### src/rtl/tph_pkg.sv
`timescale 1ns/1ps
package tph_pkg;

   // Cycles needed to cover a time given in ns, rounded up.
   function automatic int unsigned ns_to_cyc(input int unsigned ns_val,
                                             input int unsigned clk_ps);
      return (ns_val * 1000 + clk_ps - 1) / clk_ps;
   endfunction

   // Index layout of the filtered command vector.
   typedef enum logic [1:0] {
      CH_HIGH = 2'd0,
      CH_LOW  = 2'd1,
      CH_STOP = 2'd2
   } chan_kind_e;

endpackage

### src/rtl/tph_glitch_filt.sv
`timescale 1ns/1ps
module tph_glitch_filt #(
   parameter int unsigned HOLD    = 4,
   parameter logic        RST_VAL = 1'b1
) (
   input  logic clk,
   input  logic rst_n,
   input  logic din,
   output logic dout
);

   generate
      if (HOLD <= 1) begin : g_direct
         // No filtering requested: one register keeps the latency uniform.
         always_ff @(posedge clk or negedge rst_n) begin
            if (!rst_n) dout <= RST_VAL;
            else        dout <= din;
         end
      end else begin : g_count
         localparam int unsigned CW = $clog2(HOLD);
         localparam logic [CW-1:0] LAST = CW'(HOLD - 1);
         logic [CW-1:0] run_q;

         always_ff @(posedge clk or negedge rst_n) begin
            if (!rst_n) begin
               dout  <= RST_VAL;
               run_q <= '0;
            end else if (din == dout) begin
               run_q <= '0;
            end else if (run_q == LAST) begin
               dout  <= din;
               run_q <= '0;
            end else begin
               run_q <= run_q + 1'b1;
            end
         end

         AST_RUN_BOUND: assert property (@(posedge clk) disable iff (!rst_n)
            (din == dout) |=> (run_q == '0));
      end
   endgenerate

   AST_FILT_SOURCE: assert property (@(posedge clk) disable iff (!rst_n)
      (dout != $past(dout)) |-> (dout == $past(din)));

endmodule

### src/rtl/tph_dead_leg.sv
`timescale 1ns/1ps
module tph_dead_leg #(
   parameter int unsigned DEAD = 4
) (
   input  logic clk,
   input  logic rst_n,
   input  logic req_hi,
   input  logic req_lo,
   input  logic blk,
   output logic on_hi,
   output logic on_lo
);

   localparam int unsigned CW = (DEAD < 2) ? 1 : $clog2(DEAD + 1);
   localparam logic [CW-1:0] SAT = CW'(DEAD);

   // Periods each side has been off, counting the current one, saturating at SAT.
   logic [CW-1:0] hi_off_q, lo_off_q;
   logic          go_hi, go_lo;
   logic          hi_ready, lo_ready;

   assign hi_ready = !on_lo && (lo_off_q == SAT);
   assign lo_ready = !on_hi && (hi_off_q == SAT);

   assign go_hi = req_hi && !req_lo && !blk && hi_ready;
   assign go_lo = req_lo && !req_hi && !blk && lo_ready;

   always_ff @(posedge clk or negedge rst_n) begin
      if (!rst_n) begin
         on_hi    <= 1'b0;
         on_lo    <= 1'b0;
         hi_off_q <= SAT;
         lo_off_q <= SAT;
      end else begin
         on_hi <= go_hi;
         on_lo <= go_lo;
         if (on_hi)               hi_off_q <= CW'(1);
         else if (hi_off_q != SAT) hi_off_q <= hi_off_q + 1'b1;
         if (on_lo)               lo_off_q <= CW'(1);
         else if (lo_off_q != SAT) lo_off_q <= lo_off_q + 1'b1;
      end
   end

   AST_NO_OVERLAP: assert property (@(posedge clk) disable iff (!rst_n)
      !(on_hi && on_lo));
   AST_HI_AFTER_LO_OFF: assert property (@(posedge clk) disable iff (!rst_n)
      $rose(on_hi) |-> $past(!on_lo));
   AST_LO_AFTER_HI_OFF: assert property (@(posedge clk) disable iff (!rst_n)
      $rose(on_lo) |-> $past(!on_hi));
   AST_HI_REQUESTED: assert property (@(posedge clk) disable iff (!rst_n)
      $rose(on_hi) |-> $past(req_hi));
   AST_LO_REQUESTED: assert property (@(posedge clk) disable iff (!rst_n)
      $rose(on_lo) |-> $past(req_lo));
   AST_BOTH_REQ_OFF: assert property (@(posedge clk) disable iff (!rst_n)
      (req_hi && req_lo) |=> (!on_hi && !on_lo));
   AST_BLOCK_OFF: assert property (@(posedge clk) disable iff (!rst_n)
      blk |=> (!on_hi && !on_lo));

endmodule

### src/rtl/tph_gate_cond.sv
`timescale 1ns/1ps
module tph_gate_cond #(
   parameter int unsigned PHASES   = 3,
   parameter int unsigned CLK_PS   = 10000,
   parameter int unsigned FILT_NS  = 325,
   parameter int unsigned DEAD_NS  = 230,
   parameter int unsigned FILT_CYC = tph_pkg::ns_to_cyc(FILT_NS, CLK_PS),
   parameter int unsigned DEAD_CYC = tph_pkg::ns_to_cyc(DEAD_NS, CLK_PS)
) (
   input  logic              clk,
   input  logic              rst_n,
   input  logic [PHASES-1:0] hi_cmd_n,
   input  logic [PHASES-1:0] lo_cmd_n,
   input  logic              stop_n,
   input  logic              kill,
   output logic [PHASES-1:0] gate_hi,
   output logic [PHASES-1:0] gate_lo
);

   import tph_pkg::*;

   localparam int unsigned NFILT  = 2 * PHASES + 1;
   localparam int unsigned STOP_I = NFILT - 1;

   initial begin : elab_chk
      assert (PHASES >= 1) else $error("PHASES must be at least 1");
      assert (DEAD_CYC >= 1) else $error("DEAD_CYC must be at least 1");
      assert (CLK_PS >= 1) else $error("CLK_PS must be nonzero");
   end

   logic [NFILT-1:0]  raw_n, clean_n;
   logic [PHASES-1:0] hq, lq;
   logic              blk;

   assign raw_n = {stop_n, lo_cmd_n, hi_cmd_n};

   // Identical filter on every command and on the stop input.
   generate
      for (genvar i = 0; i < NFILT; i++) begin : g_filt
         tph_glitch_filt #(.HOLD(FILT_CYC), .RST_VAL(1'b1)) u_filt (
            .clk  (clk),
            .rst_n(rst_n),
            .din  (raw_n[i]),
            .dout (clean_n[i])
         );
      end
   endgenerate

   assign blk = !clean_n[STOP_I] || kill;

   generate
      for (genvar p = 0; p < PHASES; p++) begin : g_leg
         tph_dead_leg #(.DEAD(DEAD_CYC)) u_leg (
            .clk   (clk),
            .rst_n (rst_n),
            .req_hi(!clean_n[p]),
            .req_lo(!clean_n[PHASES + p]),
            .blk   (blk),
            .on_hi (hq[p]),
            .on_lo (lq[p])
         );
      end
   endgenerate

   assign gate_hi = hq & {PHASES{!kill}};
   assign gate_lo = lq & {PHASES{!kill}};

   AST_KILL_OUTPUTS: assert property (@(posedge clk) disable iff (!rst_n)
      kill |-> ((gate_hi == '0) && (gate_lo == '0)));
   AST_KILL_CLEARS: assert property (@(posedge clk) disable iff (!rst_n)
      kill |=> ((hq == '0) && (lq == '0)));
   AST_PORT_EXCL: assert property (@(posedge clk) disable iff (!rst_n)
      ((gate_hi & gate_lo) == '0));

endmodule

### config.mk
export PLATFORM = sky130hd
export DESIGN_NAME = tph_gate_cond
export DESIGN_NICKNAME = d
export VERILOG_FILES = /design/src/rtl/tph_pkg.sv /design/src/rtl/tph_glitch_filt.sv /design/src/rtl/tph_dead_leg.sv /design/src/rtl/tph_gate_cond.sv
export SDC_FILE = /design/constraint.sdc
export NUM_CORES = 1
export LEC_CHECK = 0
export BUFFER_PORTS_ARGS = -buffer_cell sky130_fd_sc_hd__buf_2
export CAP_MARGIN = 40
export CORE_MARGIN = 2
export CORE_UTILIZATION = 25
export CTS_CLUSTER_DIAMETER = 200
export DETAILED_ROUTE_END_ITERATION = 7
export REMOVE_ABC_BUFFERS = 1
export SLEW_MARGIN = 20
export SYNTH_ARGS = -nofsm -noshare
export SYNTH_HDL_FRONTEND = slang
export SYNTH_SLANG_ARGS = --single-unit
export TNS_END_PERCENT = 5
### constraint.sdc
create_clock -name clk -period 1.92 [get_ports clk]
set_clock_uncertainty 0.15 [all_clocks]
set_input_delay 0.384 -clock clk [delete_from_list [all_inputs] [get_ports clk]]
set_output_delay 0.384 -clock clk [all_outputs]
set_load 0.01 [all_outputs]
==> out/results.tsv <==
metric	value	unit
status	finished clean	
Layout fillers	1647	
Most used DFF post-synth	dfrtp_1	
vias in the first global route	2765	
# nets final	431	
worst hold stages	2	
# setup viols final	0	
Synth Area in Compound Gates	0.0495	
max-slew violation count	0	
Avg Synthesized Cell Area	10.9	um2
Max IR drop VDD	0.378	mV
share of layout cells above drive strength 1	0.177	
DR vias	2678	
most frequent cells after synthesis	dfrtp_1 (54), nor2_1 (43), dfstp_2 (31), nand3_1 (31), xor2_1 (28)	
Worst Hold Launch	lo_cmd_n[0]	
r2r endpoint	g_filt[5].u_filt.g_count.run_q[2]	
leakage power	2.05	nW
port bufs	15	
#FFs+latches synth	85	
post-synthesis xor/xnor area fraction	0.106	
Worst Path Required	1.39	ns
Hold Vio Cnt, Final	0	
RSZ-0062 raised after global routing	false	
DRT antenna net count	0	
antenna violations before repair	0	
die span in y	132	um
Mapped Cells	372	
sequential share of power	0.440	
total die area	17300	um2
post-route DRC violation count	0	
clock-pin slew on the worst setup and hold paths	0.07	ns
hpwl dp	4830	um
Core Footprint	15900	um2
Pint	3.59	mW
crit path max fanout	7	
drt total wl	6850	um
gr ovfl total	0	
EDFF count, synth	0	
leading area contributor after synthesis	dfrtp_1	
post-synthesis adder-cell area fraction	0.0615	
diode count	0	
synth unique cells	27	
TritonCTS clock tree	done	
Switching Fraction	0.254	
iteration-0 DRC count of the detailed router	129	
Final Cycle Share	0.905	
CTS Buf Count	9	
Power Density	1000	nW/um2
share of the yosys chip area belonging to registers	0.533	
H-tree depth	3	
first-pass GRT wire length	12500	um
wire per inst	11.0	um
max-cap viol count	0	
Clock Path Buffers	2	
Initial Util	0.256	
Min-Delay Path Class	input port to flop	
RD Place Congestion	0.778	
drt pass-1 iters	4	
post-layout min period	1.74	ns
Sw Pwr	1.22	mW
Syn-to-layout area delta	18.3	%
Ys Warns	0	
I/O pin cnt	16	
Comb pwr share	0.145	
Via density	4.31	
top achievable clock speed	575	MHz
count leader, synth	dfrtp_1	
clock latency on the worst-skew pair	0.34	ns
Async S/R FF share, synth	1.00	
startpoint class of the critical path	flop	
Reg2Reg Launch Point	g_filt[5].u_filt.g_count.run_q[0]	
Synth Cell Area	4070	um2
Hold Path End	g_filt[3].u_filt.dout	
Setup Buffers After CTS	0	
largest family of logic cells by synthesized area	simple AND/OR/NAND/NOR gates	
GRT Util Overall	0.0873	
reg2reg setup slack	0.28	ns
Worst Tran Pin Value	0.663	ns
mux cell area share after synthesis	0.0342	
R2R depth	5	
crit path DAT	1.20	ns
final core occ	0.303	
clock share of power	0.415	
top cell type's share of synthesized area	0.332	
Die Wd	132	um
Synth area leaders	dfrtp_1 (33%), dfstp_2 (20%), ha_1 (6.2%)	
Post-Synth Simple-Gate Area	0.198	
Root Driver	clkbuf_16	
pin count of the biggest net entering global routing	32	
worst rel slew slack	0.552	
post_cts resized	0	
clock sinks	85	
CP Capture Type	primary output	
# rows	46	
Setup TNS	0	ns
Crit Path Class	flop to primary output	
metrics by stage:
step | worst slack (ns) | hold slack (ns) | power (mW) | instance area, um2 | std cells
after floorplan | 0.464 | -0.0616 | 2.67 | 4070 | 372
after global placement | 0.358 | 0.211 | 2.83 | 4450 | 605
after detailed placement | 0.287 | 0.212 | 2.85 | 4450 | 605
after CTS | 0.195 | 0.138 | 4.88 | 4810 | 622
after global routing | 0.0570 | 0.148 | 5.09 | 4810 | 622
final | 0.181 | 0.147 | 4.82 | 4810 | 622
flip-flops by register name, summed over array words and instances, names as in the netlist:
signal,flops
g_leg.u_leg.hi_off_q,15
g_leg.u_leg.lo_off_q,15
g_leg.u_leg.on_lo,3
g_filt.u_filt.g_count.run_q,42
g_leg.u_leg.on_hi,3
g_filt.u_filt.dout,7
placed cells by master (no fill, tap or decap), types with 2 or more instances in the layout:
cell        netlist  layout
nand2_1          12      12
a21oi_1           8       8
nand2b_1         17      17
and2_1            5       5
nand3_1          31      31
mux2i_1           6       6
xor2_1           28      28
o41ai_1           4       4
buf_12            0       2
nand4bb_1         3       3
mux2_2            7       7
inv_1            20      20
or3_1             7       7
buf_2             0      14
ha_1             20      20
bufinv_16         0       3
dfrtp_1          54      54
dfstp_2          31      31
a31oi_1           5       5
nor2_1           43      43
o21bai_1          8       8
clkinvlp_4        0       2
o21ai_0           7       7
xnor2_1          21      21
clkbuf_16         0       9
nor4_1            9       9
nand4b_1          6       6
nor2b_1           9       9
nor3_1            8       8
layout make-up:
type                            instances  area [um2]  share of cell area
Clock buffer                            9         225              0.0468
Clock inverter                          7         123              0.0255
Inverter                               20        75.1              0.0156
Multi-Input combinational cell        267        1830               0.379
Sequential cell                        85        2170               0.450
Tap cell                              216         270              0.0562
Timing Repair Buffer                   18         128              0.0265
worst max-delay path, cell delays in order (launching register included):
cell,delay [ns]
dfrtp_1,0.45
nor2b_1,0.24
buf_2,0.17
power by group through the flow:
stage / combinational, mW / clock, mW / sequential [mW]
finish: 0.697 / 2.00 / 2.12
global route: 0.815 / 2.13 / 2.14
CTS: 0.713 / 2.05 / 2.12
detailed placement: 0.705 / 0 / 2.15
global placement: 0.688 / 0 / 2.14
floorplan: 0.557 / 0 / 2.12
cells by family (layout without fill, tap and decap cells):
kind of cell / count (synthesis) / count (layout)
AOI/OAI and AO/OA: 32 / 32
and+or+nand+nor: 153 / 153
DFF: 85 / 85
muxes: 13 / 13
adders and majority gates: 20 / 20
xor gates and xnor gates: 49 / 49
buffers and inverters: 20 / 54
routing by layer:
| layer | global-route usage | routed length, um | vias up |
|---|---|---|---|
| li1 | - | - | 1336 |
| met1 | 0.109 | 3330 | 1296 |
| met2 | 0.138 | 3150 | 35 |
| met3 | 0.0235 | 198 | 11 |
| met4 | 0.0471 | 167 | 0 |
| met5 | 0 | 0 | - |
worst max path at each step:
stage,end,startpoint
after CTS,gate_lo[1],g_leg[1].u_leg.on_lo
final,gate_lo[1],g_leg[1].u_leg.on_lo
after floorplan,g_filt[5].u_filt.g_count.run_q[2],g_filt[5].u_filt.g_count.run_q[0]
after global placement,g_filt[5].u_filt.g_count.run_q[3],g_filt[5].u_filt.g_count.run_q[0]
after global routing,g_filt[5].u_filt.g_count.run_q[3],g_filt[5].u_filt.g_count.run_q[0]
after detailed placement,g_filt[5].u_filt.g_count.run_q[3],g_filt[5].u_filt.g_count.run_q[0]
repair_timing:
item,CTS,global route
setup endpoints to repair,0,0
endpoints found under the hold margin,18,0
hold buffers,1,0
Note: power is estimated with default switching activity, not from simulation.
